**src/rtl/pin_bank_pkg.sv**
```systemverilog
package pin_bank_pkg;
  localparam int PIN_BASE   = 'h1000;
  localparam int PIN_STRIDE = 16;
  localparam int TGT_BASE   = 'h400;
  localparam int TGT_STRIDE = 4;

  localparam int OE_BIT  = 9;
  localparam int IN_BIT  = 0;
  localparam int OUT_BIT = 1;
  localparam int TGT_W   = 3;

  localparam logic [TGT_W-1:0] TGT_CPU  = 3'd4;
  localparam logic [TGT_W-1:0] TGT_NONE = 3'd7;

  typedef enum logic [1:0] {
    RG_SETUP = 2'd0,
    RG_DATA  = 2'd1,
    RG_TRIG  = 2'd2,
    RG_STAT  = 2'd3
  } pin_reg_e;

  // trigger word, bit 3 down to bit 0
  typedef struct packed {
    logic sten;
    logic edge_mode;
    logic pol;
    logic ien;
  } trig_cfg_t;
endpackage

```
**src/rtl/pin_bank_sync.sv**
```systemverilog
module pin_bank_sync #(
  parameter int W = 8
) (
  input  logic         clk,
  input  logic         rst_n,
  input  logic [W-1:0] d,
  output logic [W-1:0] q
);
  logic [W-1:0] stage1;

  always_ff @(posedge clk or negedge rst_n) begin
    if (!rst_n) begin
      stage1 <= '0;
      q      <= '0;
    end else begin
      stage1 <= d;
      q      <= stage1;
    end
  end
endmodule

```
**src/rtl/pin_bank_slice.sv**
```systemverilog
module pin_bank_slice
  import pin_bank_pkg::*;
(
  input  logic             clk,
  input  logic             rst_n,
  input  logic             lvl,
  input  logic             wr_setup,
  input  logic             wr_data,
  input  logic             wr_trig,
  input  logic             wr_stat,
  input  logic             wr_tgt,
  input  logic             wd_oe,
  input  logic             wd_out,
  input  trig_cfg_t        wd_trig,
  input  logic             wd_clr,
  input  logic [TGT_W-1:0] wd_tgt,
  output logic             oe_q,
  output logic             out_q,
  output trig_cfg_t        trig_q,
  output logic             stat_q,
  output logic [TGT_W-1:0] tgt_q,
  output logic             req
);
  logic prev_lvl;
  logic rise, fall, edge_hit, lvl_hit, hit;

  always_ff @(posedge clk or negedge rst_n) begin
    if (!rst_n) begin
      oe_q     <= 1'b0;
      out_q    <= 1'b0;
      trig_q   <= '0;
      tgt_q    <= '0;
      prev_lvl <= 1'b0;
    end else begin
      prev_lvl <= lvl;
      if (wr_setup) oe_q   <= wd_oe;
      if (wr_data)  out_q  <= wd_out;
      if (wr_trig)  trig_q <= wd_trig;
      if (wr_tgt)   tgt_q  <= wd_tgt;
    end
  end

  assign rise     = lvl & ~prev_lvl;
  assign fall     = ~lvl & prev_lvl;
  assign edge_hit = trig_q.pol ? rise : fall;
  assign lvl_hit  = (lvl == trig_q.pol);
  assign hit      = trig_q.edge_mode ? edge_hit : lvl_hit;

  // recording a trigger takes priority over a clearing write
  always_ff @(posedge clk or negedge rst_n) begin
    if (!rst_n)                   stat_q <= 1'b0;
    else if (trig_q.sten && hit)  stat_q <= 1'b1;
    else if (wr_stat && wd_clr)   stat_q <= 1'b0;
  end

  always_comb begin
    req = 1'b0;
    if (trig_q.ien && tgt_q == TGT_CPU)
      req = trig_q.edge_mode ? (hit | stat_q) : hit;
  end

  // nothing is recorded while the status gate is closed
  a_r6_no_record: assert property (@(posedge clk) disable iff (!rst_n)
    (!trig_q.sten && !stat_q) |=> !stat_q);

  // a trigger wins over a clear in the same cycle
  a_r9_set_wins: assert property (@(posedge clk) disable iff (!rst_n)
    (trig_q.sten && hit) |=> stat_q);
endmodule

```
**src/rtl/pin_bank.sv**
```systemverilog
module pin_bank
  import pin_bank_pkg::*;
#(
  parameter int N_PINS = 8,
  parameter int ADDR_W = 16,
  parameter int DATA_W = 32
) (
  input  logic              clk,
  input  logic              rst_n,
  input  logic              bus_we,
  input  logic [ADDR_W-1:0] bus_addr,
  input  logic [DATA_W-1:0] bus_wdata,
  output logic [DATA_W-1:0] bus_rdata,
  input  logic [N_PINS-1:0] pad_in,
  output logic [N_PINS-1:0] pad_out,
  output logic [N_PINS-1:0] pad_oe,
  output logic              irq_summary
);
  localparam logic [ADDR_W-1:0] PIN_LO = ADDR_W'(PIN_BASE);
  localparam logic [ADDR_W-1:0] PIN_HI = ADDR_W'(PIN_BASE + N_PINS * PIN_STRIDE);
  localparam logic [ADDR_W-1:0] TGT_LO = ADDR_W'(TGT_BASE);
  localparam logic [ADDR_W-1:0] TGT_HI = ADDR_W'(TGT_BASE + N_PINS * TGT_STRIDE);
  localparam int PIN_SH = $clog2(PIN_STRIDE);
  localparam int TGT_SH = $clog2(TGT_STRIDE);

  logic [N_PINS-1:0] lvl;
  logic [N_PINS-1:0] stat_v, req_v, armed_v;
  trig_cfg_t [N_PINS-1:0] trig_v;
  logic [N_PINS-1:0][TGT_W-1:0] tgt_v;

  logic              pin_win, tgt_win;
  logic [ADDR_W-1:0] pin_off, tgt_off, pin_idx, tgt_idx;
  pin_reg_e          sel;

  logic unused_bits;
  assign unused_bits = ^{bus_wdata[DATA_W-1:OE_BIT+1], bus_wdata[OE_BIT-1:4], bus_addr[1:0]};

  pin_bank_sync #(.W(N_PINS)) u_sync (
    .clk(clk), .rst_n(rst_n), .d(pad_in), .q(lvl)
  );

  assign pin_win = (bus_addr >= PIN_LO) && (bus_addr < PIN_HI);
  assign tgt_win = (bus_addr >= TGT_LO) && (bus_addr < TGT_HI);
  assign pin_off = bus_addr - PIN_LO;
  assign tgt_off = bus_addr - TGT_LO;
  assign pin_idx = pin_off >> PIN_SH;
  assign tgt_idx = tgt_off >> TGT_SH;
  assign sel     = pin_reg_e'(pin_off[3:2]);

  for (genvar i = 0; i < N_PINS; i++) begin : g_pin
    logic hit_pin, hit_tgt;
    assign hit_pin = bus_we && pin_win && (pin_idx == ADDR_W'(i));
    assign hit_tgt = bus_we && tgt_win && (tgt_idx == ADDR_W'(i));

    pin_bank_slice u_slice (
      .clk      (clk),
      .rst_n    (rst_n),
      .lvl      (lvl[i]),
      .wr_setup (hit_pin && sel == RG_SETUP),
      .wr_data  (hit_pin && sel == RG_DATA),
      .wr_trig  (hit_pin && sel == RG_TRIG),
      .wr_stat  (hit_pin && sel == RG_STAT),
      .wr_tgt   (hit_tgt),
      .wd_oe    (bus_wdata[OE_BIT]),
      .wd_out   (bus_wdata[OUT_BIT]),
      .wd_trig  (trig_cfg_t'(bus_wdata[3:0])),
      .wd_clr   (bus_wdata[0]),
      .wd_tgt   (bus_wdata[TGT_W-1:0]),
      .oe_q     (pad_oe[i]),
      .out_q    (pad_out[i]),
      .trig_q   (trig_v[i]),
      .stat_q   (stat_v[i]),
      .tgt_q    (tgt_v[i]),
      .req      (req_v[i])
    );

    assign armed_v[i] = trig_v[i].ien && (tgt_v[i] == TGT_CPU);
  end

  always_comb begin
    bus_rdata = '0;
    for (int i = 0; i < N_PINS; i++) begin
      if (pin_win && pin_idx == ADDR_W'(i)) begin
        case (sel)
          RG_SETUP: bus_rdata[OE_BIT] = pad_oe[i];
          RG_DATA: begin
            bus_rdata[IN_BIT]  = lvl[i];
            bus_rdata[OUT_BIT] = pad_out[i];
          end
          RG_TRIG: bus_rdata[3:0] = trig_v[i];
          RG_STAT: bus_rdata[0]   = stat_v[i];
          default: bus_rdata = '0;
        endcase
      end
      if (tgt_win && tgt_idx == ADDR_W'(i))
        bus_rdata[TGT_W-1:0] = tgt_v[i];
    end
  end

  always_ff @(posedge clk or negedge rst_n) begin
    if (!rst_n) irq_summary <= 1'b0;
    else        irq_summary <= |req_v;
  end

  // any pending request shows on the summary line next cycle
  a_r11_any_req: assert property (@(posedge clk) disable iff (!rst_n)
    (|req_v) |=> irq_summary);

  // with no pin both enabled and targeted, the line stays low
  a_r10_none_armed: assert property (@(posedge clk) disable iff (!rst_n)
    (armed_v == '0) |=> !irq_summary);
endmodule

```
**config.mk**
```make
export PLATFORM = sky130hd
export DESIGN_NAME = pin_bank
export DESIGN_NICKNAME = d
export VERILOG_FILES = /design/src/rtl/pin_bank_pkg.sv /design/src/rtl/pin_bank_sync.sv /design/src/rtl/pin_bank_slice.sv /design/src/rtl/pin_bank.sv
export SDC_FILE = /design/constraint.sdc
export NUM_CORES = 1
export LEC_CHECK = 0
export CORE_MARGIN = 5
export CORE_UTILIZATION = 42
export CTS_CLUSTER_DIAMETER = 150
export DETAILED_ROUTE_END_ITERATION = 12
export DONT_BUFFER_PORTS = 1
export GPL_ROUTABILITY_DRIVEN = 0
export PLACE_DENSITY_LB_ADDON = 0.05
export SLEW_MARGIN = 20
export SYNTH_ARGS = -nofsm -noshare
export SYNTH_HDL_FRONTEND = slang
export SYNTH_SLANG_ARGS = --single-unit
```
**constraint.sdc**
```tcl
create_clock -name clk -period 7.5 [get_ports clk]
set_clock_uncertainty 0.1 [all_clocks]
set_input_delay 1.125 -clock clk [delete_from_list [all_inputs] [get_ports clk]]
set_output_delay 1.125 -clock clk [all_outputs]
set_load 0.05 [all_outputs]
```
After elaboration in Yosys (flattened, before gate mapping)
Cells that the tools add are included.
Storage, ports and cells
  flip-flop bits (word level): 105
Operators by class
  add/sub/neg operators: 2
  bitwise logic cells: 40
  mux-type cells: 96
  $lt $le $gt $ge: 4
  equality and inequality tests: 33
  reduce and logical (&&, ||, !) cells: 104
Operators with widths (count)
  1-bit logical AND: 92
  10-bit 2-to-1 mux: 8
  14-bit by 3-bit equality test with 1-bit output (second input constant): 4
  1-bit 2-to-1 mux: 56
  12-bit by 3-bit equality test with 1-bit output (second input constant): 4
  16-bit zero test: 2
  14-bit by 2-bit equality test with 1-bit output (second input constant): 2
  12-bit by 2-bit equality test with 1-bit output (second input constant): 2
  3-bit equality test (second input constant): 8
  3-bit 2-to-1 mux: 8
  1-bit case mux with 3 select lines: 8
  1-bit bitwise AND: 16
  16-bit by 11-bit greater-or-equal comparator with 1-bit output (second input constant): 1
  16-bit by 13-bit greater-or-equal comparator with 1-bit output (second input constant): 1
  16-bit by 11-bit less-than comparator with 1-bit output (second input constant): 1
  16-bit by 13-bit less-than comparator with 1-bit output (second input constant): 1
  2-bit 2-to-1 mux: 8
  1-bit NOT: 16
  1-bit case mux with 2 select lines: 8
  2-bit nonzero test: 8
  16-bit by 11-bit subtractor with 16-bit output (second input constant): 1
  16-bit by 13-bit subtractor with 16-bit output (second input constant): 1
  14-bit by 1-bit equality test with 1-bit output (second input constant): 1
  12-bit by 1-bit equality test with 1-bit output (second input constant): 1
  6 further kinds: 21

Logic depth before layout (Yosys ltp)
Gate-level depths: netlist (run 1).
  depth in word-level cells: 26
  mapped depth: 10
  gate-level depth less buffers: 9

Hierarchy
From an unflattened synthesis (run 1), not the netlist that was laid out.
Unflattened totals
  cells, all modules: 535
  area, all modules: 5604.1 um^2
Modules (own cells, without submodules)
  pin_bank_slice: area an instance 446.7 um^2, cells an instance 32, times used 8
  pin_bank: area an instance 1630.3 um^2, cells an instance 263, times used 1
  pin_bank_sync: area an instance 400.4 um^2, cells an instance 16, times used 1

Least setup slack after synthesis (run 1)
OpenSTA, ideal clock, no wires.
  path type: input -> output
  start point: input bus_addr[13]
  end point: output bus_rdata[2]
  stages on the path: 8
  buffers on the path: 1
  data arrival time: 3.855 ns
  slack: 2.420 ns
  data required time: 6.275 ns
  path through: or4_4 buf_6 nor4_4 a22oi_1 o41a_1 a2111oi_2 o311ai_1 a31oi_1
On the way
  cells in the longest elaborated chain, start to end: 26
  elaborated cells on any way between the ends: 63
  classes of those cells: add/sub: 2; order compare: 4; eq/ne: 14; mux: 23; reduce/logical: 20
RTL lines
  from (decl): line pin_bank.sv:11  | input logic [ADDR_W-1:0] bus_addr,
  16-bit by 13-bit subtractor with 16-bit output (tied with other cells): line pin_bank.sv:44  | assign pin_off = bus_addr - PIN_LO;
  16-bit zero test or 1-bit logical AND (tied branches): line pin_bank.sv:83, pin_bank.sv:42
  1-bit logical AND: line pin_bank.sv:83  | if (pin_win && pin_idx == ADDR_W'(i)) begin
  10-bit 2-to-1 mux: line pin_bank.sv:83
  3-bit 2-to-1 mux: line pin_bank.sv:95  | if (tgt_win && tgt_idx == ADDR_W'(i))
  2-bit 2-to-1 mux: line pin_bank.sv:84  | case (sel)
  10-bit 2-to-1 mux: line pin_bank.sv:83
  3-bit 2-to-1 mux: line pin_bank.sv:95
  (+10 left out)
  10-bit 2-to-1 mux: line pin_bank.sv:83
  3-bit 2-to-1 mux: line pin_bank.sv:95
  2-bit 2-to-1 mux: line pin_bank.sv:84
  10-bit 2-to-1 mux: line pin_bank.sv:83
  3-bit 2-to-1 mux: line pin_bank.sv:95
  2-bit 2-to-1 mux: line pin_bank.sv:84
  10-bit 2-to-1 mux: line pin_bank.sv:83
  3-bit 2-to-1 mux (*): line pin_bank.sv:95
  to (decl): line pin_bank.sv:13  | output logic [DATA_W-1:0] bus_rdata,
Every way passes the cells marked *; elsewhere a longest branch is shown, timed or not.

Worst setup path in the final report (run 1)
  start point: input bus_addr[8]
  end point: output bus_rdata[2]
The elaborated chain is that of the path after synthesis.

==> results by group, run 1 <==
Clock tree
  • Clock latency on the worst-skew pair: 0.35 ns
  • Clk pin slew, worst setup/hold paths: 0.06 ns
  • Cts repair resizes: 0
  • CTS tree: done
  • CTS buffer count: 9
  • Hold buffer count at CTS: 0
  • H-tree Lvls: 3
  • Clock Sinks: 105
  • Root cell of the clock tree: clkbuf_16
  • Setup bufs post-CTS: 0
  • Clock buffer depth: 2

Critical path
  • Worst EP required: 6.27 ns
  • Crit Path Category: in -> out
  • Reg2reg start: g_pin[4].u_slice.trig_q[2]$_DFFE_PN0P_
  • Critical Path Sink Type: output pin
  • Setup slack, reg-to-reg: 5.75 ns
  • Worst Setup Start Kind: input port
  • Reg2Reg Capture Point: irq_summary$_DFF_PN0_
  • Max FO, Critical Path: 13
  • Reg2reg path depth: 6
  • Crit path DAT: 4.12 ns

STA
  • Period minus WS final: 5.35 ns
  • Pins Over Slew Limit: 0
  • Final worst slack: 2.15 ns
  • Slew @ Worst Pin: 1.14 ns
  • RSZ-0062 raised after global routing: no
  • Worst slew margin: 24.8%
  • Final setup TNS: 0 ns
  • Period utilization: 71.3%
  • FMAX: 187 MHz
  • Hold slack: 0.247 ns
  • Setup-failing EPs final: 0
  • Final Hold Fails: 0

Route
  • Routed len/inst: 22.8 µm
  • Antenna Nets Post-Route: 0
  • Initial DRC Count: 447
  • Vias per cell: 6.06
  • Vias post-DR: 4396
  • DRC Markers: 0
  • DRT Pass-1 Iters: 4
  • Post-Route WL: 16500 µm

Logic synthesis
  • Largest family of logic cells by synthesized area: simple AND/OR/NAND/NOR gates
  • XOR/XNOR Fraction of Synth Area: 0.906%
  • Compound-gate portion of the synthesized area: 13.2%
  • Register area share after synthesis: 45.3%
  • Post-Syn Area per Cell: 10.2 µm²
  • Ys flop type: dfrtp_1
  • Post-Synth Simple-Gate Area: 17.4%
  • Synthesized area: 0.00580 mm²
  • EDFF count, synth: 0
  • Synth async-reset ratio: 100%
  • Share of synthesized area spent on multiplexers: 13.7%
  • Mapped Cells: 571
  • Adder-Cell Fraction of Synth Area: 1.08%
  • Post-synthesis cell type count: 64
  • Count of state elements after synthesis: 105
  • Synth warnings: 0

Placement
  • Buffers on Ports: 0
  • Placed cell count: 711
  • DP HPWL: 11600 µm
  • DP Worst Slack: 2.20 ns
  • Placed Area: 0.00574 mm²

Worst hold path
  • Hold path cells: 0
  • Min-Delay Path Class: reg -> reg
  • Endpoint, Worst Hold: u_sync.q[6]$_DFF_PN0_
  • Min-Delay Startpoint: u_sync.stage1[6]$_DFF_PN0_

Floorplan
  • Die Area: 0.0163 mm²
  • Io pins: 108
  • Die X: 128 µm
  • Core Region: 0.0137 mm²
  • Initial core utilization: 42.3%
  • Chip Height: 128 µm
  • Num rows: 43

Layout
  • Cell area after layout: 0.00603 mm²
  • Layout fillers: 1318
  • Cell Count, Final, Fillers Out: 726
  • Ant. Diodes: 0
  • Utilization after layout: 44.0%
  • Area grow syn2layout: 3.99%
  • Final net count: 606
  • Share of cells above drive strength 1: 18.3%

Global routing
  • Grt total ovfl: 0
  • Vias in the first global route: 4288
  • Initial antenna violation count: 0
  • First-pass GRT wire length: 25800 µm
  • Largest net degree at the start of global routing: 106
  • GRT Util Overall: 20.9%

Pwr
  • Leak pwr: 2.54 nW
  • Total power: 1.13 mW
  • Power Dens Cells: 187 mW/mm²
  • VDD IR-drop max: 0.0000904 V

Status
  • Status: complete, no violations

Job
  • Max Cap Viol: 0
-- layer usage --
| layer | global-route usage (%) | share of wire, % |
|---|---|---|
| met1 | 31.2 | 47 |
| met2 | 30.0 | 43 |
| met3 | 3.76 | 8.0 |
| met4 | 8.01 | 2.3 |
| met5 | 0 | 0 |
-- how the worst max path moves through the flow --
| stage | start | end | slack, ns |
|---|---|---|---|
| 3_5_place_dp | bus_addr[8] | bus_rdata[2] | 2.20 |
| 2_1_floorplan | bus_addr[13] | bus_rdata[2] | 2.42 |
| 5_1_grt | bus_addr[8] | bus_rdata[2] | 2.00 |
| 4_1_cts | bus_addr[8] | bus_rdata[2] | 2.18 |
| 6_report | bus_addr[8] | bus_rdata[2] | 2.15 |
| 3_3_place_gp | bus_addr[8] | bus_rdata[2] | 1.95 |
-- layout by cell type (no fill, tap or decap), types with 4 or more instances in the layout --
cell type,Yosys,final
buf_4,43,6
ha_1,5,5
inv_1,11,11
o21ai_0,31,31
nand4_1,7,7
nor2_1,26,26
nand2b_1,5,5
a22oi_1,14,14
a222oi_1,4,4
a31oi_1,11,10
a32oi_1,5,5
clkbuf_16,0,9
nand3_1,26,26
dfrtp_1,105,105
conb_1,1,27
nor3_1,11,11
nand2_1,65,65
nor2b_1,10,10
mux2_2,64,64
nor4_1,5,5
xnor2_1,6,6
a21oi_1,23,23
or4bb_1,4,4
-- cell usage after synthesis (all sizes together) (3+ instances only) --
cell	count	area, µm²
inv	11	41.3
xnor2	6	52.6
dfrtp	105	2630
nor3	13	75.1
clkbuf	21	78.8
a32oi	5	43.8
nand2b	5	31.3
nand4	7	43.8
nor4bb	3	30.0
nor4	9	90.1
a222oi	4	40.0
a22oi	14	105
nand3	26	130
and3	3	18.8
a31oi	11	68.8
mux2	64	721
buf	51	363
mux2i	3	30.0
o21ai	32	160
nor2b	10	62.6
ha	5	62.6
nand2	65	244
or4bb	4	45.0
o211ai	3	22.5
nor2	26	97.6
a21oi	23	115
-- layout make-up --
| class | instances | area [µm²] | area share [%] |
|---|---|---|---|
| clock buffers | 11 | 243 | 4.02 |
| clock inverters | 4 | 51.3 | 0.850 |
| inverters | 11 | 41.3 | 0.684 |
| multi-input cells | 409 | 2800 | 46.4 |
| flip-flops and latches | 105 | 2630 | 43.6 |
| well taps | 180 | 225 | 3.73 |
| repair buffers | 6 | 45.0 | 0.747 |
-- registers in the layout, indices dropped and copies added (netlist names) --
| register | cells |
|---|---|
| g_pin.u_slice.tgt_q | 24 |
| g_pin.u_slice.oe_q | 8 |
| g_pin.u_slice.stat_q | 8 |
| u_sync.q | 8 |
| g_pin.u_slice.out_q | 8 |
| u_sync.stage1 | 8 |
| g_pin.u_slice.prev_lvl | 8 |
| g_pin.u_slice.trig_q | 32 |
| irq_summary | 1 |
-- power by group --
group          switching, mW  internal [mW]
logic                 0.0581         0.0138
registers            0.00585          0.573
clock network          0.211          0.267
-- kinds of logic after synthesis --
family,Yosys count
other,1
AOI/OAI and AO/OA,115
xor gates and xnor gates,6
DFF,105
buffers and inverters,83
adders and majority gates,5
and+or+nand+nor,187
muxes,69
-- worst max-delay path: stages --
cell and delay (ns):
or3_1 0.61, nor4_2 0.76, nand2_1 0.21, o41a_1 0.19, a2111oi_2 0.41, o311ai_1 0.17, a31oi_2 0.64
(Power assumes the default switching activity.)
==> run 2, diff against run 1 <==
==> constraint.sdc (replaced) <==
create_clock -name clk -period 5.16 [get_ports clk]
set_clock_uncertainty 0.1 [all_clocks]
set_input_delay 0.774 -clock clk [delete_from_list [all_inputs] [get_ports clk]]
set_output_delay 0.774 -clock clk [all_outputs]
set_load 0.05 [all_outputs]
==> run 2 against run 1 <==
Effect of this change: worst setup slack got worse by 1.2 ns; final cell count grew 1.5%; wire length is 1.4% higher; die area is the same; clock power is 43% higher; largest power group unchanged.
==> results by group, run 2 (synthesis gave the netlist of run 1 again) <==
Route
  • Post-Route WL: 16800 µm (was 16500 µm)
  • Vias post-DR: 4433 (was 4396)
  • Initial DRC Count: 319 (was 447)
  • Antenna Nets Post-Route: 0 (unchanged)
  • Routed len/inst: 22.7 µm (was 22.8 µm)
  • Vias per cell: 6.01 (was 6.06)
  • DRC Markers: 0 (unchanged)
  • DRT Pass-1 Iters: 5 (was 4)

Layout
  • Max reg flops: 32 (unchanged)
  • Cell area after layout: 0.00610 mm² (was 0.00603 mm²)
  • Final net count: 616 (was 606)
  • Most flop-heavy register: g_pin.u_slice.trig_q (unchanged)
  • Area grow syn2layout: 5.20% (was 3.99%)
  • Ant. Diodes: 0 (unchanged)
  • Biggest registers after layout: g_pin.u_slice.trig_q x32, g_pin.u_slice.tgt_q x24 (unchanged)
  • Most common cell after layout, fill and taps aside: dfrtp_1 (unchanged)
  • Most frequent cells in the layout: dfrtp_1, nand2_1, mux2_2 (unchanged)
  • Utilization after layout: 44.5% (was 44.0%)
  • Share of cells above drive strength 1: 18.9% (was 18.3%)
  • Layout fillers: 1352 (was 1318)
  • Cell Count, Final, Fillers Out: 737 (was 726)

Worst hold path
  • Min-Delay Path Class: in -> async (was reg -> reg)

Critical path
  • Crit path DAT: 3.38 ns (was 4.12 ns)
  • Worst Setup Start Kind: input port (unchanged)
  • Max FO, Critical Path: 13 (unchanged)
  • Crit Path Category: in -> out (unchanged)
  • Critical Path Sink Type: output pin (unchanged)
  • Setup slack, reg-to-reg: 3.42 ns (was 5.75 ns)
  • Worst EP required: 4.29 ns (was 6.27 ns)

STA
  • Pins Over Slew Limit: 0 (unchanged)
  • Worst slew margin: 37.4% (was 24.8%)
  • Final setup TNS: 0 ns (unchanged)
  • Setup-failing EPs final: 0 (unchanged)
  • Hold slack: 0.0188 ns (was 0.247 ns)
  • Period minus WS final: 4.25 ns
  • Slew @ Worst Pin: 0.930 ns (was 1.14 ns)
  • Final Hold Fails: 0 (unchanged)
  • Period utilization: 82.4%
  • FMAX: 235 MHz
  • RSZ-0062 raised after global routing: no (unchanged)
  • Final worst slack: 0.909 ns (was 2.15 ns)

Floorplan
  • Die Area: 0.0163 mm² (unchanged)
  • Core Region: 0.0137 mm² (unchanged)
  • Initial core utilization: 42.3% (unchanged)
  • Io pins: 108 (unchanged)
  • Chip Height: 128 µm (unchanged)
  • Die X: 128 µm (unchanged)
  • Num rows: 43 (unchanged)

Clock tree
  • CTS buffer count: 9 (unchanged)
  • Clock latency on the worst-skew pair: 0.35 ns (about the same)
  • Root cell of the clock tree: clkbuf_16 (unchanged)
  • CTS tree: done (unchanged)
  • H-tree Lvls: 3 (unchanged)
  • Clock Sinks: 105 (unchanged)
  • Clock buffer depth: 2 (unchanged)
  • Setup bufs post-CTS: 0 (unchanged)
  • Clk pin slew, worst setup/hold paths: 0.07 ns (was 0.06 ns)

Global routing
  • Global Route met1 Usage: 30.9% (was 31.2%)
  • Top Usage Layer GRT: met1 (unchanged)
  • Initial antenna violation count: 0 (unchanged)
  • Met3 usage: 4.18% (was 3.76%)
  • Met2 usage: 30.2% (was 30.0%)
  • Largest net degree at the start of global routing: 92 (was 106)
  • GRT Util Overall: 20.8% (was 20.9%)
  • First-pass GRT wire length: 25900 µm (was 25800 µm)
  • Grt total ovfl: 0 (unchanged)
  • Vias in the first global route: 4315 (was 4288)

Placement
  • DP HPWL: 11800 µm (was 11600 µm)
  • DP Worst Slack: 0.945 ns (was 2.20 ns)
  • Buffers on Ports: 0 (unchanged)
  • Placed cell count: 718 (was 711)
  • Placed Area: 0.00579 mm² (was 0.00574 mm²)

Pwr
  • Power Dens Cells: 268 mW/mm² (was 187 mW/mm²)
  • Leak pwr: 2.58 nW (was 2.54 nW)
  • VDD IR-drop max: 0.000144 V (was 0.0000904 V)
  • Total power: 1.64 mW (was 1.13 mW)

Job
  • Max Cap Viol: 0 (unchanged)

Status
  • Status: complete, no violations (unchanged)
[run 2: power breakdown]
| group | internal (mW) | switching, mW |
|---|---|---|
| registers | 0.833 | 0.00861 |
| clock network | 0.378 | 0.304 |
| logic | 0.0227 | 0.0889 |
| total | 1.23 | 0.402 |
[run 2: repair_timing]
action                                 CTS  global route
endpoints found under the hold margin   15             4
hold buffers                             1             2
gates resized for setup                  0             0
[run 2: area by class of cell]
cell class / count / area [µm²] / share of cell area [%]
multi-input cells: 409 / 2790 / 45.8
flip-flops and latches: 105 / 2630 / 43.1
clock buffers: 12 / 236 / 3.87
well taps: 180 / 225 / 3.69
repair buffers: 16 / 128 / 2.09
clock inverters: 4 / 51.3 / 0.841
inverters: 11 / 41.3 / 0.677
[run 2: worst paths after layout]
kind	endpoint	from	cells after the start
worst max-delay path	bus_rdata[1]	bus_addr[8]	6
worst min-delay path	g_pin[2].u_slice.tgt_q[2]$_DFFE_PN0P_	rst_n	0
worst max register to register	irq_summary$_DFF_PN0_	g_pin[4].u_slice.trig_q[2]$_DFFE_PN0P_	6
worst min register to register	u_sync.q[4]$_DFF_PN0_	u_sync.stage1[4]$_DFF_PN0_	0
max in group asynchronous	g_pin[1].u_slice.trig_q[3]$_DFFE_PN0P_	rst_n	1
min in group clk	u_sync.q[4]$_DFF_PN0_	u_sync.stage1[4]$_DFF_PN0_	0
[run 2: per-layer routing]
layer	vias to the layer above	share of wire [%]
met1	2234	47
met2	193	43
met4	0	2.1
met5	-	0
met3	24	8.0
li1	1982	-
[run 2: worst max-delay path, cell delays in order]
cell      delay [ns]
or3_1           0.62
nor4_1          0.89
a31oi_1         0.22
a222oi_1        0.45
o22ai_1         0.19
buf_4           0.22
